===== src/rtl/pwt_pkg.sv =====
package pwt_pkg;
  localparam int unsigned NUM_ERR = 4;

  typedef enum logic [1:0] {
    EV_EARLY    = 2'd0,
    EV_ORPHAN   = 2'd1,
    EV_OVERFLOW = 2'd2,
    EV_TIMEOUT  = 2'd3
  } err_idx_e;
endpackage


===== src/rtl/pwt_ts_fifo.sv =====
module pwt_ts_fifo #(
  parameter int unsigned DEPTH = 16,
  parameter int unsigned TS_W  = 17
) (
  input  logic            clk,
  input  logic            rst,
  input  logic            push_i,
  input  logic            pop_i,
  input  logic [TS_W-1:0] ts_i,
  output logic [TS_W-1:0] head_ts_o
);
  localparam int unsigned PTR_W = (DEPTH > 1) ? $clog2(DEPTH) : 1;
  localparam logic [PTR_W-1:0] LAST = PTR_W'(DEPTH - 1);

  logic [TS_W-1:0]  mem [DEPTH];
  logic [PTR_W-1:0] wp_q, rp_q;

  function automatic logic [PTR_W-1:0] bump(input logic [PTR_W-1:0] p);
    return (p == LAST) ? '0 : p + 1'b1;
  endfunction

  // storage has no reset so it maps onto distributed RAM
  always_ff @(posedge clk) begin
    if (push_i) mem[wp_q] <= ts_i;
  end

  always_ff @(posedge clk) begin
    if (rst) begin
      wp_q <= '0;
      rp_q <= '0;
    end else begin
      if (push_i) wp_q <= bump(wp_q);
      if (pop_i)  rp_q <= bump(rp_q);
    end
  end

  assign head_ts_o = mem[rp_q];
endmodule


===== src/rtl/pwt_credit_ctr.sv =====
module pwt_credit_ctr #(
  parameter int unsigned MAX_OUT = 16,
  parameter int unsigned CNT_W   = 5
) (
  input  logic             clk,
  input  logic             rst,
  input  logic             inc_i,
  input  logic             dec_i,
  output logic [CNT_W-1:0] cnt_o,
  output logic             credit_o,
  output logic             empty_o,
  output logic             full_o
);
  localparam logic [CNT_W-1:0] LIMIT = CNT_W'(MAX_OUT);

  logic [CNT_W-1:0] cnt_q, cnt_nx;
  logic             credit_q;

  always_comb begin
    cnt_nx = cnt_q;
    if (inc_i && !dec_i)      cnt_nx = cnt_q + 1'b1;
    else if (dec_i && !inc_i) cnt_nx = cnt_q - 1'b1;
  end

  always_ff @(posedge clk) begin
    if (rst) begin
      cnt_q    <= '0;
      credit_q <= 1'b1;
    end else begin
      cnt_q    <= cnt_nx;
      credit_q <= (cnt_nx < LIMIT);
    end
  end

  assign cnt_o    = cnt_q;
  assign credit_o = credit_q;
  assign empty_o  = (cnt_q == '0);
  assign full_o   = (cnt_q == LIMIT);
endmodule


===== src/rtl/pwt_err_flags.sv =====
module pwt_err_flags #(
  parameter int unsigned N = 4
) (
  input  logic         clk,
  input  logic         rst,
  input  logic         clr_i,
  input  logic [N-1:0] set_i,
  output logic [N-1:0] flag_o
);
  for (genvar g = 0; g < N; g++) begin : g_flag
    logic f_q;
    always_ff @(posedge clk) begin
      if (rst) f_q <= 1'b0;
      else     f_q <= set_i[g] | (f_q & ~clr_i);
    end
    assign flag_o[g] = f_q;
  end
endmodule


===== src/rtl/pwack_tracker.sv =====
module pwack_tracker #(
  parameter int unsigned MAX_OUT = 16,
  parameter int unsigned MIN_LAT = 2,
  parameter int unsigned MAX_LAT = 48000
) (
  input  logic                         clk,
  input  logic                         rst,
  input  logic                         wr_issue_i,
  input  logic                         ack_vld_i,
  input  logic                         err_clr_i,
  output logic [$clog2(MAX_OUT+1)-1:0] outstanding_o,
  output logic                         credit_ok_o,
  output logic                         err_early_o,
  output logic                         err_orphan_o,
  output logic                         err_overflow_o,
  output logic                         err_timeout_o
);
  import pwt_pkg::*;

  localparam int unsigned CNT_W = $clog2(MAX_OUT + 1);
  localparam int unsigned TS_W  = $clog2(MAX_LAT + 2) + 1;
  localparam logic [TS_W-1:0] MIN_AGE = TS_W'(MIN_LAT);
  localparam logic [TS_W-1:0] MAX_AGE = TS_W'(MAX_LAT);

  logic [TS_W-1:0]    now_q, head_ts, head_age;
  logic               empty, full;
  logic               bypass, pop, push;
  logic [NUM_ERR-1:0] ev, flags;

  // free-running issue stamp
  always_ff @(posedge clk) begin
    if (rst) now_q <= '0;
    else     now_q <= now_q + 1'b1;
  end

  assign head_age = now_q - head_ts;

  // event decode
  assign bypass = wr_issue_i & ack_vld_i & empty;
  assign pop    = ack_vld_i & ~empty;
  assign push   = wr_issue_i & ~bypass & (~full | pop);

  always_comb begin
    ev               = '0;
    ev[EV_EARLY]     = (bypass & (MIN_LAT > 0)) | (pop & (head_age < MIN_AGE));
    ev[EV_ORPHAN]    = ack_vld_i & empty & ~wr_issue_i;
    ev[EV_OVERFLOW]  = wr_issue_i & full & ~ack_vld_i;
    ev[EV_TIMEOUT]   = ~empty & (head_age > MAX_AGE);
  end

  pwt_ts_fifo #(.DEPTH(MAX_OUT), .TS_W(TS_W)) u_fifo (
    .clk       (clk),
    .rst       (rst),
    .push_i    (push),
    .pop_i     (pop),
    .ts_i      (now_q),
    .head_ts_o (head_ts)
  );

  pwt_credit_ctr #(.MAX_OUT(MAX_OUT), .CNT_W(CNT_W)) u_ctr (
    .clk      (clk),
    .rst      (rst),
    .inc_i    (push),
    .dec_i    (pop),
    .cnt_o    (outstanding_o),
    .credit_o (credit_ok_o),
    .empty_o  (empty),
    .full_o   (full)
  );

  pwt_err_flags #(.N(NUM_ERR)) u_flags (
    .clk    (clk),
    .rst    (rst),
    .clr_i  (err_clr_i),
    .set_i  (ev),
    .flag_o (flags)
  );

  assign err_early_o    = flags[EV_EARLY];
  assign err_orphan_o   = flags[EV_ORPHAN];
  assign err_overflow_o = flags[EV_OVERFLOW];
  assign err_timeout_o  = flags[EV_TIMEOUT];
endmodule


===== config.mk =====
export PLATFORM = sky130hd
export DESIGN_NAME = pwack_tracker
export DESIGN_NICKNAME = d
export VERILOG_FILES = /design/src/rtl/pwt_pkg.sv /design/src/rtl/pwt_ts_fifo.sv /design/src/rtl/pwt_credit_ctr.sv /design/src/rtl/pwt_err_flags.sv /design/src/rtl/pwack_tracker.sv
export SDC_FILE = /design/constraint.sdc
export NUM_CORES = 1
export LEC_CHECK = 0
export BUFFER_PORTS_ARGS = -buffer_cell sky130_fd_sc_hd__clkbuf_2
export CELL_PAD_IN_SITES_DETAIL_PLACEMENT = 0
export CELL_PAD_IN_SITES_GLOBAL_PLACEMENT = 1
export CORE_MARGIN = 5
export CORE_UTILIZATION = 45
export CTS_BUF_LIST = sky130_fd_sc_hd__clkbuf_16
export CTS_CLUSTER_DIAMETER = 120
export DETAILED_ROUTE_END_ITERATION = 7
export PLACE_DENSITY_LB_ADDON = 0.1
export SYNTH_ARGS = -nofsm -noshare
export SYNTH_HDL_FRONTEND = slang
export SYNTH_HIERARCHICAL = 1
export SYNTH_SLANG_ARGS = --single-unit

===== constraint.sdc =====
create_clock -name clk -period 5.15 [get_ports clk]
set_clock_uncertainty 0.2 [all_clocks]
set_input_delay 0.2575 -clock clk [delete_from_list [all_inputs] [get_ports clk]]
set_output_delay 0.2575 -clock clk [all_outputs]
set_load 0.01 [all_outputs]

Word-level counts from Yosys, hierarchy flattened
Memory sizes are Yosys's and may differ from the RTL's. A register that Yosys moved wholly into a read port is not among the register bits.
Index checks and enable logic that the tools add are counted.

storage, ports and cells
  bits in latches = 0
  register bits after elaboration = 35
  bits in writable memories = 272
  bits in read-only memories = 0
  bits of input ports = 5
  logic and storage cells = 62
  memories = 1
  output and inout port bits = 10

cells by class
  multipliers = 0
  reduce and logical (&&, ||, !) cells = 5
  bitwise logic cells = 27
  magnitude comparators = 3
  $add $sub $neg = 6
  equality and inequality tests = 3
  mux-type cells = 8
  divide/modulo/power cells = 0
  shifts and indexed selects = 0

memories
  memory      words  width  rd ports  clocked after memory_dff  write ports  line               source
  u_fifo.mem  16     17     1         1                         1            pwt_ts_fifo.sv:15  logic [TS_W-1:0] mem [DEPTH];

operators with widths
  kind                   count
  $add 17x1->17 const B  1
  $gt 17x16->1 const B   1
  $lt 17x2->1 const B    1
  $sub 17x17->17         1
  $mux 4                 4
  $and 1x1->1            15
  $mux 5                 2
  $add 4x1->4 const B    2
  $eq 4x4->1 const B     2
  $not 1->1              6
  $or 1x1->1             6
  $add 5x1->5 const B    1
  $eq 5x5->1 const B     1
  $logic_not 5->1        1
  $lt 5x5->1 const B     1
  $sub 5x1->5 const B    1
  $logic_and 1x1->1      2
  $logic_not 1->1        2
  $mux 1                 2

Longest topological paths before layout
  word-level depth = 10
  gate-level depth with buffers = 19
  gate-level depth less buffers = 15

Cells and area by module
The synthesis kept the hierarchy.

by module, submodules not included
  module          cells each  area each (um^2)  times used  seq. area each (um^2)
  pwt_ts_fifo     488         10794.1           1           8408.1
  pwack_tracker   235         1759.2            1           340.3
  pwt_credit_ctr  61          498.0             1           120.1
  pwt_err_flags   20          170.2             1           80.1

Worst setup path before layout
OpenSTA, ideal clock, no wires.

  kind = register to register
  from = reg with a tool-made name
  to = reg u_flags.g_flag[3].f_q
  data required time = 4.834 ns
  arrival time = 3.691 ns
  buffers on the path = 2
  period minus slack after synthesis = 4.007 ns
  path slack = 1.143 ns
  stages on the path, launching flop included = 18
  library setup time = 0.116 ns
  cells stage by stage = dfxtp_1 buf_6 buf_2 mux4_2 a22oi_1 nand2_1 ha_1 fa_1 nor2b_4 o31ai_1 a211o_1 o32ai_1 xor2_1 a211o_1 nor4_1 a211oi_1 inv_1 a21oi_1

RTL lines
  what                  line                 source
  to (signal assigned)  pwt_err_flags.sv:14  else f_q <= set_i[g] | (f_q & ~clr_i);
  to (decl)             pwt_err_flags.sv:11  logic f_q;

==> results.md <==
* IO Port Bufs at 14
* Worst skew pair latency at 0.52 ns
* Leak at 0.00510 uW
* TritonCTS clock tree: yes
* Layout cell share with drive strength beyond 1 at 19.4%
* Post-Syn Instances at 804
* DIE WIDTH at 181 um
* Boundary Pins at 15
* Routed Wire Length at 30.4 mm
* H-tree depth at 2
* # setup viols final at 0
* Register area share after synthesis at 67.7%
* Syn_area_per_cell at 16.4 sq um
* Run status: finished clean
* CTS buffer count at 35
* Fin. Hold Viols at 0
* Fin. max-slew vios at 0
* Number of global-route vias before repair at 7,599
* Post-synthesis instance area at 13,200 sq um
* Longest Clk Path Bufs at 3
* Worst Max-Slew Pin Slew at 0.939 ns
* Top post-synthesis cells by area: edfxtp_1, mux4_2, dfxtp_1, ha_1, a22oi_1
* Setup WS pre-CTS at 0.539 ns
* Rows at 62
* Total power divided by cell area at 454 nW/um^2
* Reg clk slew, reported paths at 0.05 ns
* Post-route ant nets at 0
* Ys Warns at 6
* Req. time, crit path at 5.28 ns
* Slew margin rel. at 37.4%
* Initial antenna violation count at 0
* Max rail drop VDD at 0.000234 V
* RSZ-0062 raised after global routing: false
* ANT cells at 0
* Post-layout util at 51.9%
* Residual DRC at 0
* Vias per cell at 5.72
* CTS Sinks at 311
* Worst setup EP type: flip-flop
* Worst setup SP type: flip-flop
* Syn Nets at 836
* Crit path arrival time at 4.74 ns
* DRT iter0 DRCs at 631
* Crit path max fanout at 17
* NumNets Final at 894
* Most common cell after layout, fill and taps aside: edfxtp_1
* First-pass GRT wire length at 46.9 mm
* Final Cycle Share at 89.4%
* Final Wtd Congestion at 0.843
* Global route overflow at 0
* Setup CP Type: reg -> reg
* Post-synth EDFFs at 272
* PostCTS Resize Cnt at 0
* Pin count of the biggest net entering global routing at 39
* Postcts setup bufs at 0
* Top FF cell, synth: edfxtp_1
* Area of the die at 32,900 sq um
* Routed length per instance at 24.0 um
* Core area at 28,900 sq um
* Post-synthesis async set-or-reset flop share at 0%
* Crit path time final at 4.60 ns
* Fmax at 0.217 GHz
* Commonest non-fill, non-tap cells in the layout: edfxtp_1, mux4_2, nor2_1
* Initial Util at 45.8%
* GRT Total Usage at 18.7%
* Worst min path class: reg -> reg
* DR pass1 iterations at 5
* Post-CTS Hold Fix Bufs at 4
* P&R area growth vs syn at 13.2%
* #FFs+latches synth at 311
* Synth top area share at 61.8%
* Synth area leader: edfxtp_1
* Root buf cell: clkbuf_16
* Yosys cell types at 59
* Final setup TNS at 0 ns
* Die height at 181 um
* Max_cap viols at 0
* Final WS setup at 0.546 ns
* Via Count at 7,265
* DP Wirelength at 18.7 mm
where the power goes:
| part | internal (uW) | leakage [uW] | switching, uW |
|---|---|---|---|
| clock network | 1330 | 0.000533 | 956 |
| registers | 2820 | 0.00284 | 90.4 |
| logic | 754 | 0.00172 | 840 |
synthesized netlist by cell type, drive strengths merged (2+ instances only):
cell / count
nor2b: 12
o21ai: 14
nand2b: 8
nor4: 2
mux4: 68
clkbuf: 17
xor2: 18
buf: 22
o211ai: 3
nor3b: 8
inv: 29
nor2: 43
o21a: 7
mux2i: 6
xnor2: 12
a211oi: 6
a21oi: 28
a22oi: 35
nand2: 36
a211o: 3
nor3: 4
nand4: 7
and2: 20
or4: 3
nand3b: 3
nand3: 17
nand4b: 2
o31ai: 5
or3: 5
edfxtp: 272
ha: 26
dfxtp: 39
and3: 6
and3b: 3
metrics by stage:
step                      hold slack (ns)  cells  total power, uW  area, sq um
after global placement              0.265   1205             4540        13900
after CTS                           0.287   1271             6870        15000
final                               0.285   1271             6790        15000
after detailed placement            0.278   1205             4560        13900
after floorplan                     0.127    804             4190        13200
after global routing                0.322   1271             7130        15000
final cells by class:
class / count / area (sq um)
multi-input cells: 425 / 3940
flip-flops and latches: 311 / 8950
clock inverters: 27 / 170
repair buffers: 60 / 438
inverters: 29 / 109
clock buffers: 35 / 876
fillers: 2415 / 13900
well taps: 384 / 480
cells by family (layout without fill, tap and decap cells):
group | count (synthesis) | after routing | synth area share (%)
fa+ha+maj | 27 | 27 | 2.61
simple gates | 183 | 183 | 7.43
buf+inv | 68 | 151 | 2.55
xor+xnor | 30 | 30 | 1.99
mux | 74 | 74 | 12.1
flops | 311 | 311 | 67.7
compound gates | 111 | 111 | 5.62
path summary, 6_finish.rpt:
check                             start  slack, ns               endpoint  cells after the start
setup reg to reg              flip-flop       0.55  u_flags/g_flag[3].f_q                     16
hold reg to reg   u_flags/g_flag[0].f_q       0.28  u_flags/g_flag[0].f_q                      2
setup / recovery              flip-flop       0.55  u_flags/g_flag[3].f_q                     16
hold / removal    u_flags/g_flag[0].f_q       0.28  u_flags/g_flag[0].f_q                      2
worst max-delay path, cell delays in order, from the launching register on:
cell and delay (ns):
dfxtp_4 0.56, buf_4 0.24, mux4_2 0.50, a22oi_1 0.31, nand2_1 0.10, ha_1 0.21
fa_1 0.43, nor2b_4 0.16, o31ai_1 0.09, a211o_1 0.34, o32ai_1 0.32, xor2_1 0.15
a211o_1 0.31, nor4_1 0.29, a211oi_1 0.09, inv_1 0.07, a21oi_1 0.05
registers in the layout (all words and copies together) (netlist names), named ones only:
name	count
now_q	17
u_ctr/cnt_o	4
u_ctr/credit_o	1
u_fifo/mem	272
u_fifo/rp_q	4
u_fifo/wp_q	4
u_flags/g_flag.f_q	4
metal layers:
layer / wire length (um) / GRT usage (%)
met5: 0 / 0
met4: 582 / 4.23
met3: 1630 / 3.54
met2: 14300 / 29.8
met1: 13900 / 27.1
No activity file was read; power rests on OpenSTA's default activity.
